`config.mk`:
```
export PLATFORM = sky130hd
export DESIGN_NAME = spi_engine
export DESIGN_NICKNAME = d
export VERILOG_FILES = /design/src/rtl/spi_eng_pkg.sv /design/src/rtl/spi_eng_sync.sv /design/src/rtl/spi_eng_clkgen.sv /design/src/rtl/spi_eng_shifter.sv /design/src/rtl/spi_engine.sv
export SDC_FILE = /design/constraint.sdc
export NUM_CORES = 1
export LEC_CHECK = 0
export ABC_AREA = 1
export CAP_MARGIN = 10
export CORE_MARGIN = 2
export CORE_UTILIZATION = 63
export DETAILED_ROUTE_END_ITERATION = 10
export DONT_BUFFER_PORTS = 1
export PLACE_DENSITY_LB_ADDON = 0.05
export SYNTH_ARGS = -nofsm -noshare
export SYNTH_HDL_FRONTEND = slang
export SYNTH_SLANG_ARGS = --single-unit
```
`constraint.sdc`:
```
create_clock -name clk_i -period 2.1 [get_ports clk_i]
set_clock_uncertainty 0.2 [all_clocks]
set_input_delay 0.525 -clock clk_i [delete_from_list [all_inputs] [get_ports clk_i]]
set_output_delay 0.525 -clock clk_i [all_outputs]
set_load 0.03 [all_outputs]
```
`src/rtl/spi_eng_pkg.sv`:
```
package spi_eng_pkg;
  typedef struct packed {
    logic       irq_en;
    logic       ss_hi;
    logic [2:0] rsvd;
    logic       len16;
    logic       pha;
    logic       pol;
  } cfg_t;

  typedef struct packed {
    logic modf;
    logic ovr;
    logic coll;
    logic done;
  } flags_t;

  localparam logic [1:0] ADDR_CFG = 2'd0;
  localparam logic [1:0] ADDR_DIV = 2'd1;
  localparam logic [1:0] ADDR_CTL = 2'd2;
  localparam logic [1:0] ADDR_DAT = 2'd3;
  localparam logic [7:0] CFG_WMASK = 8'hC7;
endpackage

```
`src/rtl/spi_eng_sync.sv`:
```
module spi_eng_sync #(
  parameter int W      = 1,
  parameter int STAGES = 2
) (
  input  logic         clk_i,
  input  logic         rst_ni,
  input  logic [W-1:0] d_i,
  output logic [W-1:0] q_o
);
  logic [STAGES-1:0][W-1:0] pipe_q;

  always_ff @(posedge clk_i or negedge rst_ni) begin
    if (!rst_ni) pipe_q <= '0;
    else         pipe_q <= {pipe_q[STAGES-2:0], d_i};
  end

  assign q_o = pipe_q[STAGES-1];
endmodule

```
`src/rtl/spi_eng_clkgen.sv`:
```
module spi_eng_clkgen #(
  parameter int DIV_W = 8
) (
  input  logic             clk_i,
  input  logic             rst_ni,
  input  logic             run_i,
  input  logic [DIV_W-1:0] div_i,
  output logic             tick_o,
  output logic             lead_o,
  output logic             trail_o,
  output logic             lvl_o
);
  logic [DIV_W-1:0] cnt_q;
  logic             lvl_q;

  assign tick_o = run_i && (cnt_q == div_i);

  always_ff @(posedge clk_i or negedge rst_ni) begin
    if (!rst_ni) begin
      cnt_q <= '0;
      lvl_q <= 1'b0;
    end else if (!run_i) begin
      cnt_q <= '0;
      lvl_q <= 1'b0;
    end else if (tick_o) begin
      cnt_q <= '0;
      lvl_q <= ~lvl_q;
    end else begin
      cnt_q <= cnt_q + 1'b1;
    end
  end

  assign lead_o  = tick_o & ~lvl_q;
  assign trail_o = tick_o & lvl_q;
  assign lvl_o   = lvl_q;

  // a nonzero divide never yields ticks on consecutive cycles
  a_r3_half_period: assert property (@(posedge clk_i) disable iff (!rst_ni)
    (tick_o && div_i != '0) |=> (!tick_o || !$stable(div_i)));
  // the clock level is back at rest one cycle after run drops
  a_r4_rest: assert property (@(posedge clk_i) disable iff (!rst_ni)
    !run_i |=> !lvl_o);
endmodule

```
`src/rtl/spi_eng_shifter.sv`:
```
module spi_eng_shifter #(
  parameter int DATA_W  = 16,
  parameter int SHORT_W = 8
) (
  input  logic              clk_i,
  input  logic              rst_ni,
  input  logic              load_i,
  input  logic [DATA_W-1:0] load_data_i,
  input  logic              len16_i,
  input  logic              pha_i,
  input  logic              abort_i,
  input  logic              lead_i,
  input  logic              trail_i,
  input  logic              in_bit_i,
  output logic              out_bit_o,
  output logic              done_o,
  output logic              active_o,
  output logic [DATA_W-1:0] rx_o
);
  localparam int CNT_W = $clog2(2 * DATA_W);
  localparam logic [CNT_W-1:0] LAST_LONG  = CNT_W'(2 * DATA_W - 1);
  localparam logic [CNT_W-1:0] LAST_SHORT = CNT_W'(2 * SHORT_W - 1);

  logic [DATA_W-1:0] tx_q, rx_q, rx_nxt, len_mask;
  logic [CNT_W-1:0]  ecnt_q, last_idx;
  logic              any_edge, sample_e, drive_e;

  assign last_idx = len16_i ? LAST_LONG : LAST_SHORT;
  assign any_edge = lead_i | trail_i;
  assign sample_e = pha_i ? trail_i : lead_i;
  assign drive_e  = pha_i ? lead_i : trail_i;
  assign done_o   = any_edge && !abort_i && (ecnt_q == last_idx);
  assign active_o = (ecnt_q != '0);

  always_ff @(posedge clk_i or negedge rst_ni) begin
    if (!rst_ni) begin
      ecnt_q <= '0;
    end else if (abort_i) begin
      ecnt_q <= '0;
    end else if (any_edge) begin
      ecnt_q <= (ecnt_q == last_idx) ? '0 : ecnt_q + 1'b1;
    end
  end

  // the first edge of a character never shifts; its bit is already on the line
  always_ff @(posedge clk_i or negedge rst_ni) begin
    if (!rst_ni) begin
      tx_q <= '0;
    end else if (load_i) begin
      tx_q <= len16_i ? load_data_i
                      : {load_data_i[SHORT_W-1:0], {(DATA_W-SHORT_W){1'b0}}};
    end else if (drive_e && !abort_i && ecnt_q != '0) begin
      tx_q <= {tx_q[DATA_W-2:0], 1'b0};
    end
  end

  always_ff @(posedge clk_i or negedge rst_ni) begin
    if (!rst_ni)       rx_q <= '0;
    else if (sample_e) rx_q <= rx_nxt;
  end

  assign rx_nxt    = sample_e ? {rx_q[DATA_W-2:0], in_bit_i} : rx_q;
  assign len_mask  = {{(DATA_W-SHORT_W){len16_i}}, {SHORT_W{1'b1}}};
  assign rx_o      = rx_nxt & len_mask;
  assign out_bit_o = tx_q[DATA_W-1];

  // a finished character leaves the edge counter at its start
  a_r5_wrap: assert property (@(posedge clk_i) disable iff (!rst_ni)
    done_o |=> !active_o);
  // leading and trailing edges are exclusive
  a_r4_one_edge: assert property (@(posedge clk_i) disable iff (!rst_ni)
    !(lead_i && trail_i));
endmodule

```
`src/rtl/spi_engine.sv`:
```
module spi_engine
  import spi_eng_pkg::*;
#(
  parameter int DATA_W      = 16,
  parameter int SHORT_W     = 8,
  parameter int DIV_W       = 8,
  parameter int SYNC_STAGES = 2
) (
  input  logic              clk_i,
  input  logic              rst_ni,
  input  logic [1:0]        bus_addr_i,
  input  logic              bus_wr_i,
  input  logic              bus_rd_i,
  input  logic [DATA_W-1:0] bus_wdata_i,
  output logic [DATA_W-1:0] bus_rdata_o,
  output logic              irq_o,
  output logic              sclk_o,
  input  logic              sclk_i,
  output logic              mosi_o,
  input  logic              mosi_i,
  output logic              miso_o,
  input  logic              miso_i,
  input  logic              ss_i
);
  localparam int PAD_W = DATA_W - 8;
  localparam int DPAD  = DATA_W - DIV_W;

  cfg_t             cfg_q;
  flags_t           flags_q, flags_set, flags_clr;
  logic [DIV_W-1:0] div_q;
  logic [DATA_W-1:0] rx_q, sh_rx;
  logic en_q, mst_q, run_q, rx_full_q;
  logic wr_cfg, wr_div, wr_ctl, wr_dat, rd_dat;
  logic ss_s, sclk_s, mosi_s, sclk_d;
  logic ss_act, slave_on, s_rise, s_fall, s_lead, s_trail;
  logic m_tick, m_lead, m_trail, m_lvl, clk_run;
  logic lead, trail, in_bit, sh_done, sh_active, sh_out;
  logic busy, modf_evt, coll_evt, load, start, abort;

  assign wr_cfg = bus_wr_i && bus_addr_i == ADDR_CFG;
  assign wr_div = bus_wr_i && bus_addr_i == ADDR_DIV;
  assign wr_ctl = bus_wr_i && bus_addr_i == ADDR_CTL;
  assign wr_dat = bus_wr_i && bus_addr_i == ADDR_DAT;
  assign rd_dat = bus_rd_i && bus_addr_i == ADDR_DAT;

  spi_eng_sync #(.W(3), .STAGES(SYNC_STAGES)) i_sync (
    .clk_i (clk_i),
    .rst_ni(rst_ni),
    .d_i   ({ss_i, sclk_i, mosi_i}),
    .q_o   ({ss_s, sclk_s, mosi_s})
  );

  always_ff @(posedge clk_i or negedge rst_ni) begin
    if (!rst_ni) sclk_d <= 1'b0;
    else         sclk_d <= sclk_s;
  end

  assign ss_act   = cfg_q.ss_hi ? ss_s : ~ss_s;
  assign slave_on = en_q && !mst_q && ss_act;
  assign s_rise   = sclk_s & ~sclk_d;
  assign s_fall   = ~sclk_s & sclk_d;
  assign s_lead   = slave_on && (cfg_q.pol ? s_fall : s_rise);
  assign s_trail  = slave_on && (cfg_q.pol ? s_rise : s_fall);

  assign clk_run = run_q && mst_q;

  spi_eng_clkgen #(.DIV_W(DIV_W)) i_clkgen (
    .clk_i  (clk_i),
    .rst_ni (rst_ni),
    .run_i  (clk_run),
    .div_i  (div_q),
    .tick_o (m_tick),
    .lead_o (m_lead),
    .trail_o(m_trail),
    .lvl_o  (m_lvl)
  );

  assign lead   = mst_q ? m_lead  : s_lead;
  assign trail  = mst_q ? m_trail : s_trail;
  assign in_bit = mst_q ? miso_i  : mosi_s;

  assign modf_evt = en_q && mst_q && ss_act;
  assign busy     = run_q || (!mst_q && sh_active);
  assign coll_evt = wr_dat && busy;
  assign load     = wr_dat && !busy;
  assign start    = load && en_q && mst_q && !modf_evt;
  assign abort    = modf_evt || (!mst_q && !slave_on);

  spi_eng_shifter #(.DATA_W(DATA_W), .SHORT_W(SHORT_W)) i_shifter (
    .clk_i      (clk_i),
    .rst_ni     (rst_ni),
    .load_i     (load),
    .load_data_i(bus_wdata_i),
    .len16_i    (cfg_q.len16),
    .pha_i      (cfg_q.pha),
    .abort_i    (abort),
    .lead_i     (lead),
    .trail_i    (trail),
    .in_bit_i   (in_bit),
    .out_bit_o  (sh_out),
    .done_o     (sh_done),
    .active_o   (sh_active),
    .rx_o       (sh_rx)
  );

  always_comb begin
    flags_set.modf = modf_evt;
    flags_set.ovr  = sh_done && rx_full_q && !rd_dat;
    flags_set.coll = coll_evt;
    flags_set.done = sh_done;
    flags_clr      = wr_ctl ? flags_t'(bus_wdata_i[7:4]) : '0;
  end

  always_ff @(posedge clk_i or negedge rst_ni) begin
    if (!rst_ni) begin
      cfg_q     <= '0;
      div_q     <= '0;
      en_q      <= 1'b0;
      mst_q     <= 1'b0;
      run_q     <= 1'b0;
      flags_q   <= '0;
      rx_q      <= '0;
      rx_full_q <= 1'b0;
    end else begin
      if (wr_cfg) cfg_q <= cfg_t'(bus_wdata_i[7:0] & CFG_WMASK);
      if (wr_div) div_q <= bus_wdata_i[DIV_W-1:0];
      if (wr_ctl) en_q <= bus_wdata_i[0];
      if (modf_evt)    mst_q <= 1'b0;
      else if (wr_ctl) mst_q <= bus_wdata_i[1];
      if (modf_evt || sh_done || !mst_q || !en_q) run_q <= 1'b0;
      else if (start)                             run_q <= 1'b1;
      flags_q <= (flags_q & ~flags_clr) | flags_set;
      if (sh_done) begin
        rx_q      <= sh_rx;
        rx_full_q <= 1'b1;
      end else if (rd_dat) begin
        rx_full_q <= 1'b0;
      end
    end
  end

  always_comb begin
    case (bus_addr_i)
      ADDR_CFG: bus_rdata_o = {{PAD_W{1'b0}}, cfg_q};
      ADDR_DIV: bus_rdata_o = {{DPAD{1'b0}}, div_q};
      ADDR_CTL: bus_rdata_o = {{PAD_W{1'b0}}, flags_q, rx_full_q, busy, mst_q, en_q};
      default:  bus_rdata_o = rx_q;
    endcase
  end

  assign irq_o  = cfg_q.irq_en && (flags_q != '0);
  assign sclk_o = cfg_q.pol ^ m_lvl;
  assign mosi_o = sh_out;
  assign miso_o = sh_out;

  // no master clock activity outside master mode
  a_r6_slave_quiet: assert property (@(posedge clk_i) disable iff (!rst_ni)
    !mst_q |-> !m_tick);
  // data write during a character raises collision
  a_r7_coll: assert property (@(posedge clk_i) disable iff (!rst_ni)
    (wr_dat && busy) |=> flags_q.coll);
  // completion over unread data raises overrun
  a_r8_ovr: assert property (@(posedge clk_i) disable iff (!rst_ni)
    (sh_done && rx_full_q && !rd_dat) |=> flags_q.ovr);
  // mode fault drops master role and stops the transfer
  a_r9_modf: assert property (@(posedge clk_i) disable iff (!rst_ni)
    modf_evt |=> (!mst_q && !run_q && flags_q.modf));
  // idle master rests at the polarity level
  a_r4_idle: assert property (@(posedge clk_i) disable iff (!rst_ni)
    (mst_q && !run_q && $past(!run_q)) |-> (sclk_o == cfg_q.pol));
  // interrupt only rises when enabled
  a_r10_irq: assert property (@(posedge clk_i) disable iff (!rst_ni)
    $rose(irq_o) |-> cfg_q.irq_en);
endmodule

```
==> run_results.csv <==
group,metric,value,unit
final_layout,fillCellCount,558,
die,fp-row-count,30,
logic_synthesis,synthesis.nets,611,
final_layout,diodes,0,
sta,fin_hold_ws,-354.9,ps
die,initial_utilization,0.6544,
logic_synthesis,avgSynthCellArea,7.681,sq um
logic_synthesis,ys_ff_latch,90,
sta,max_freq,422.1,MHz
logic_synthesis,synth_edf_count,0,
critical_path,critPathCaptureType,"output pin",
sta,setup_violations,1,
critical_path,cp-startpoint,"i_shifter.ecnt_q[0]",
critical_path,cp.arrival,1640,ps
place,place_congestion,0.9656,
critical_path,r2r_start,"i_clkgen.cnt_q[5]",
critical_path,slowest_stage,"dfrtp_1",
logic_synthesis,synth_cell_type_count,37,
sta,relSlewSlack,0.6069,
global_route,antenna_found_initial,0,
logic_synthesis,syn-instance-count,582,
sta,maxSlewViolCount,0,
critical_path,cp_data_required_time,1370,ps
clock_network,clkSinkCount,90,
clock_network,clk_pin_slew,90,ps
global_route,grt_pass1_wl,16.65,mm
final_layout,finalCoreUtilization,0.7467,
drt,route.detailed.drc,0,
power,peakVddDrop,0.0006361,V
drt,routedWlPerCell,14.16,um
final_layout,layout-drive-gt1-share,0.1410,
logic_synthesis,syn-cell-area,4471,sq um
clock_network,ctsHtreeMaxLevel,3,
drt,ant_nets,0,
outcome,failed_checks,"hold timing, setup timing",
global_route,grt_max_degree,91,
clock_network,cts_made_buffers,9,
final_layout,final_common_cell,"nand2_1",
drt,vias,3819,
sta,min_period,2369,ps
critical_path,crit_chain,"inv_2 -> ha_4 -> nand4_1 -> nand2_2 -> nand2_2 -> nand2_2 -> o2111ai_2 -> buf_6",
outcome,status,"finished, violations left",
global_route,globalRouteOverflowTotal,0,
die,die_w,88.24,um
final_layout,nNetsFinal,648,
logic_synthesis,seq_area_frac_synth,0.5038,
final_layout,syn2layout_area_growth,14.11,%
die,die_h,88.24,um
sta,fin_crit_sh,1.128,
clock_network,clk_latency,370,ps
die,core,6832,sq um
final_layout,final_cell_mix,"222 x nand2_1, 89 x dfrtp_1, 69 x inv_1, 48 x o21ai_0, 41 x nand3_1",
drt,via_per_inst,5.304,
run,drv_cap,0,
drt,drt_iter0_drc,306,
critical_path,startpoint_type,"flip-flop",
power,cellLeakagePower,0.002673,uW
clock_network,holdBufCountCts,3,
clock_network,cts_buffer_depth,2,
global_route,grt_util_all_layers,0.2798,
clock_network,cts_tree,"yes",
logic_synthesis,synth-main-ff-cell,"dfrtp_1",
critical_path,slowest_delay,390,ps
sta,hold_viol,90,
place,io_buffers,0,
critical_path,crit_type,"flip-flop to output pin",
hold_path,min_path_type,"input port to asynchronous set/reset pin",
sta,rsz0062_at_grt,"yes",
die,dieArea,7786,sq um
power,power.density,865.5,nW/um^2
die,io_pins,46,
critical_path,cp_common_cell,"nand2_2",
global_route,grt_pass1_vias,3582,
sta,setup_ws,-269.1,ps
drt,wl,10.19,mm
drt,firstDrtPassIters,5,
sta,worst_pin_slew,589.7,ps
logic_synthesis,synth-async-reset-ratio,1.000,
critical_path,cp_max_fo,3,
clock_network,cts_root_buf,"clkbuf_8",
logic_synthesis,yosysWarnings,0,
place,dp_hpwl,7.249,mm
-- Yosys cell counts (all sizes together) (3+ instances only) --
library cell / n / area, sq um
a21oi: 4 / 20.02
buf: 12 / 75.07
clkbuf: 5 / 18.77
dfrtp: 90 / 2252
ha: 3 / 37.54
inv: 78 / 292.8
nand2: 232 / 890.9
nand3: 47 / 272.8
nor2: 23 / 88.84
nor3: 4 / 20.02
o2111ai: 4 / 35.03
o21ai: 54 / 270.3
o22ai: 5 / 31.28
xor2: 4 / 35.03
-- flip-flops by register name (all words and copies together), names as in the netlist --
register	flops
i_sync.pipe_q	3
i_shifter.ecnt_q	5
run_q	1
sclk_d	1
i_clkgen.lvl_o	1
rx_q	16
flags_q	4
div_q	8
cfg_q	5
i_sync.q_o	3
i_clkgen.cnt_q	8
mst_q	1
en_q	1
i_shifter.tx_q	16
rx_full_q	1
i_shifter.rx_q	16
-- layer usage --
metal | track usage | up-vias | wire, um
li1 | - | 1898 | -
met1 | 0.4195 | 1822 | 4849
met2 | 0.4094 | 81 | 4664
met3 | 0.06250 | 18 | 482
met4 | 0.09091 | 0 | 197
met5 | 0 | - | 0
-- area by class of cell --
class	count	area, sq um	area share
multi-input cells	395	1882	0.3689
flip-flops and latches	90	2253	0.4417
inverters	80	301.5	0.05911
well taps	96	120.1	0.02355
clock buffers	12	155.1	0.03041
repair buffers	43	362.8	0.07113
clock inverters	4	26.28	0.005151
-- final timing paths --
kind                                          end  slack (ps)  cells past startpoint
worst max-delay path               bus_rdata_o[2]        -270                      8
worst min-delay path             i_sync.pipe_q[0]        -350                      0
worst max register to register  i_shifter.tx_q[8]           0                     14
worst min register to register      i_sync.q_o[1]         150                      0
max in group asynchronous                   mst_q        1950                      0
min in group clk_i              i_shifter.tx_q[0]          90                      2
-- report_power, final --
part | switching [uW] | leakage, uW | internal (uW)
combinational | 662 | 0.00141 | 400
sequential | 213 | 0.00117 | 2040
clock | 611 | 0.0000924 | 494
-- what timing repair did --
item,in CTS,in global routing
hold endpoints to repair,93,90
pin swaps,5,3
setup endpoints to repair,11,39
buffers inserted,6,3
resized for setup,8,11
gates cloned,0,0
-- stage by stage --
stage | instances | cell area [sq um] | setup TNS (ps) | power, uW | setup slack (ps)
detailed placement | 692 | 4755 | -5.663 | 3263 | -4.402
global placement | 692 | 4755 | -15.62 | 3222 | -13.44
global route | 720 | 5101 | -4372 | 4690 | -338.7
CTS | 717 | 5032 | -266.3 | 4370 | -266.3
finish | 720 | 5101 | -269.1 | 4415 | -269.1
floorplan | 582 | 4471 | -68.49 | 3012 | -25.63
-- cells by family (layout without fill, tap and decap cells) --
family          after synthesis  in the layout  synth area share
compound gates               73             73           0.09040
xor+xnor                      6              6           0.01175
fa+ha+maj                     3              3          0.008397
buf+inv                      97            139           0.08816
flops                        90             90            0.5038
mux                           1              1          0.002239
simple gates                312            312            0.2953
-- worst max-delay path: cells and delay by family (launching register included) --
family,cells,cell delay (ps)
AND/OR/NAND/NOR,4,420
flip-flops,1,390
buffers and inverters,2,250
adder cells (fa/ha/maj),1,130
AO/OA/AOI/OAI,1,90
No activity file was read; power rests on OpenSTA's default activity.
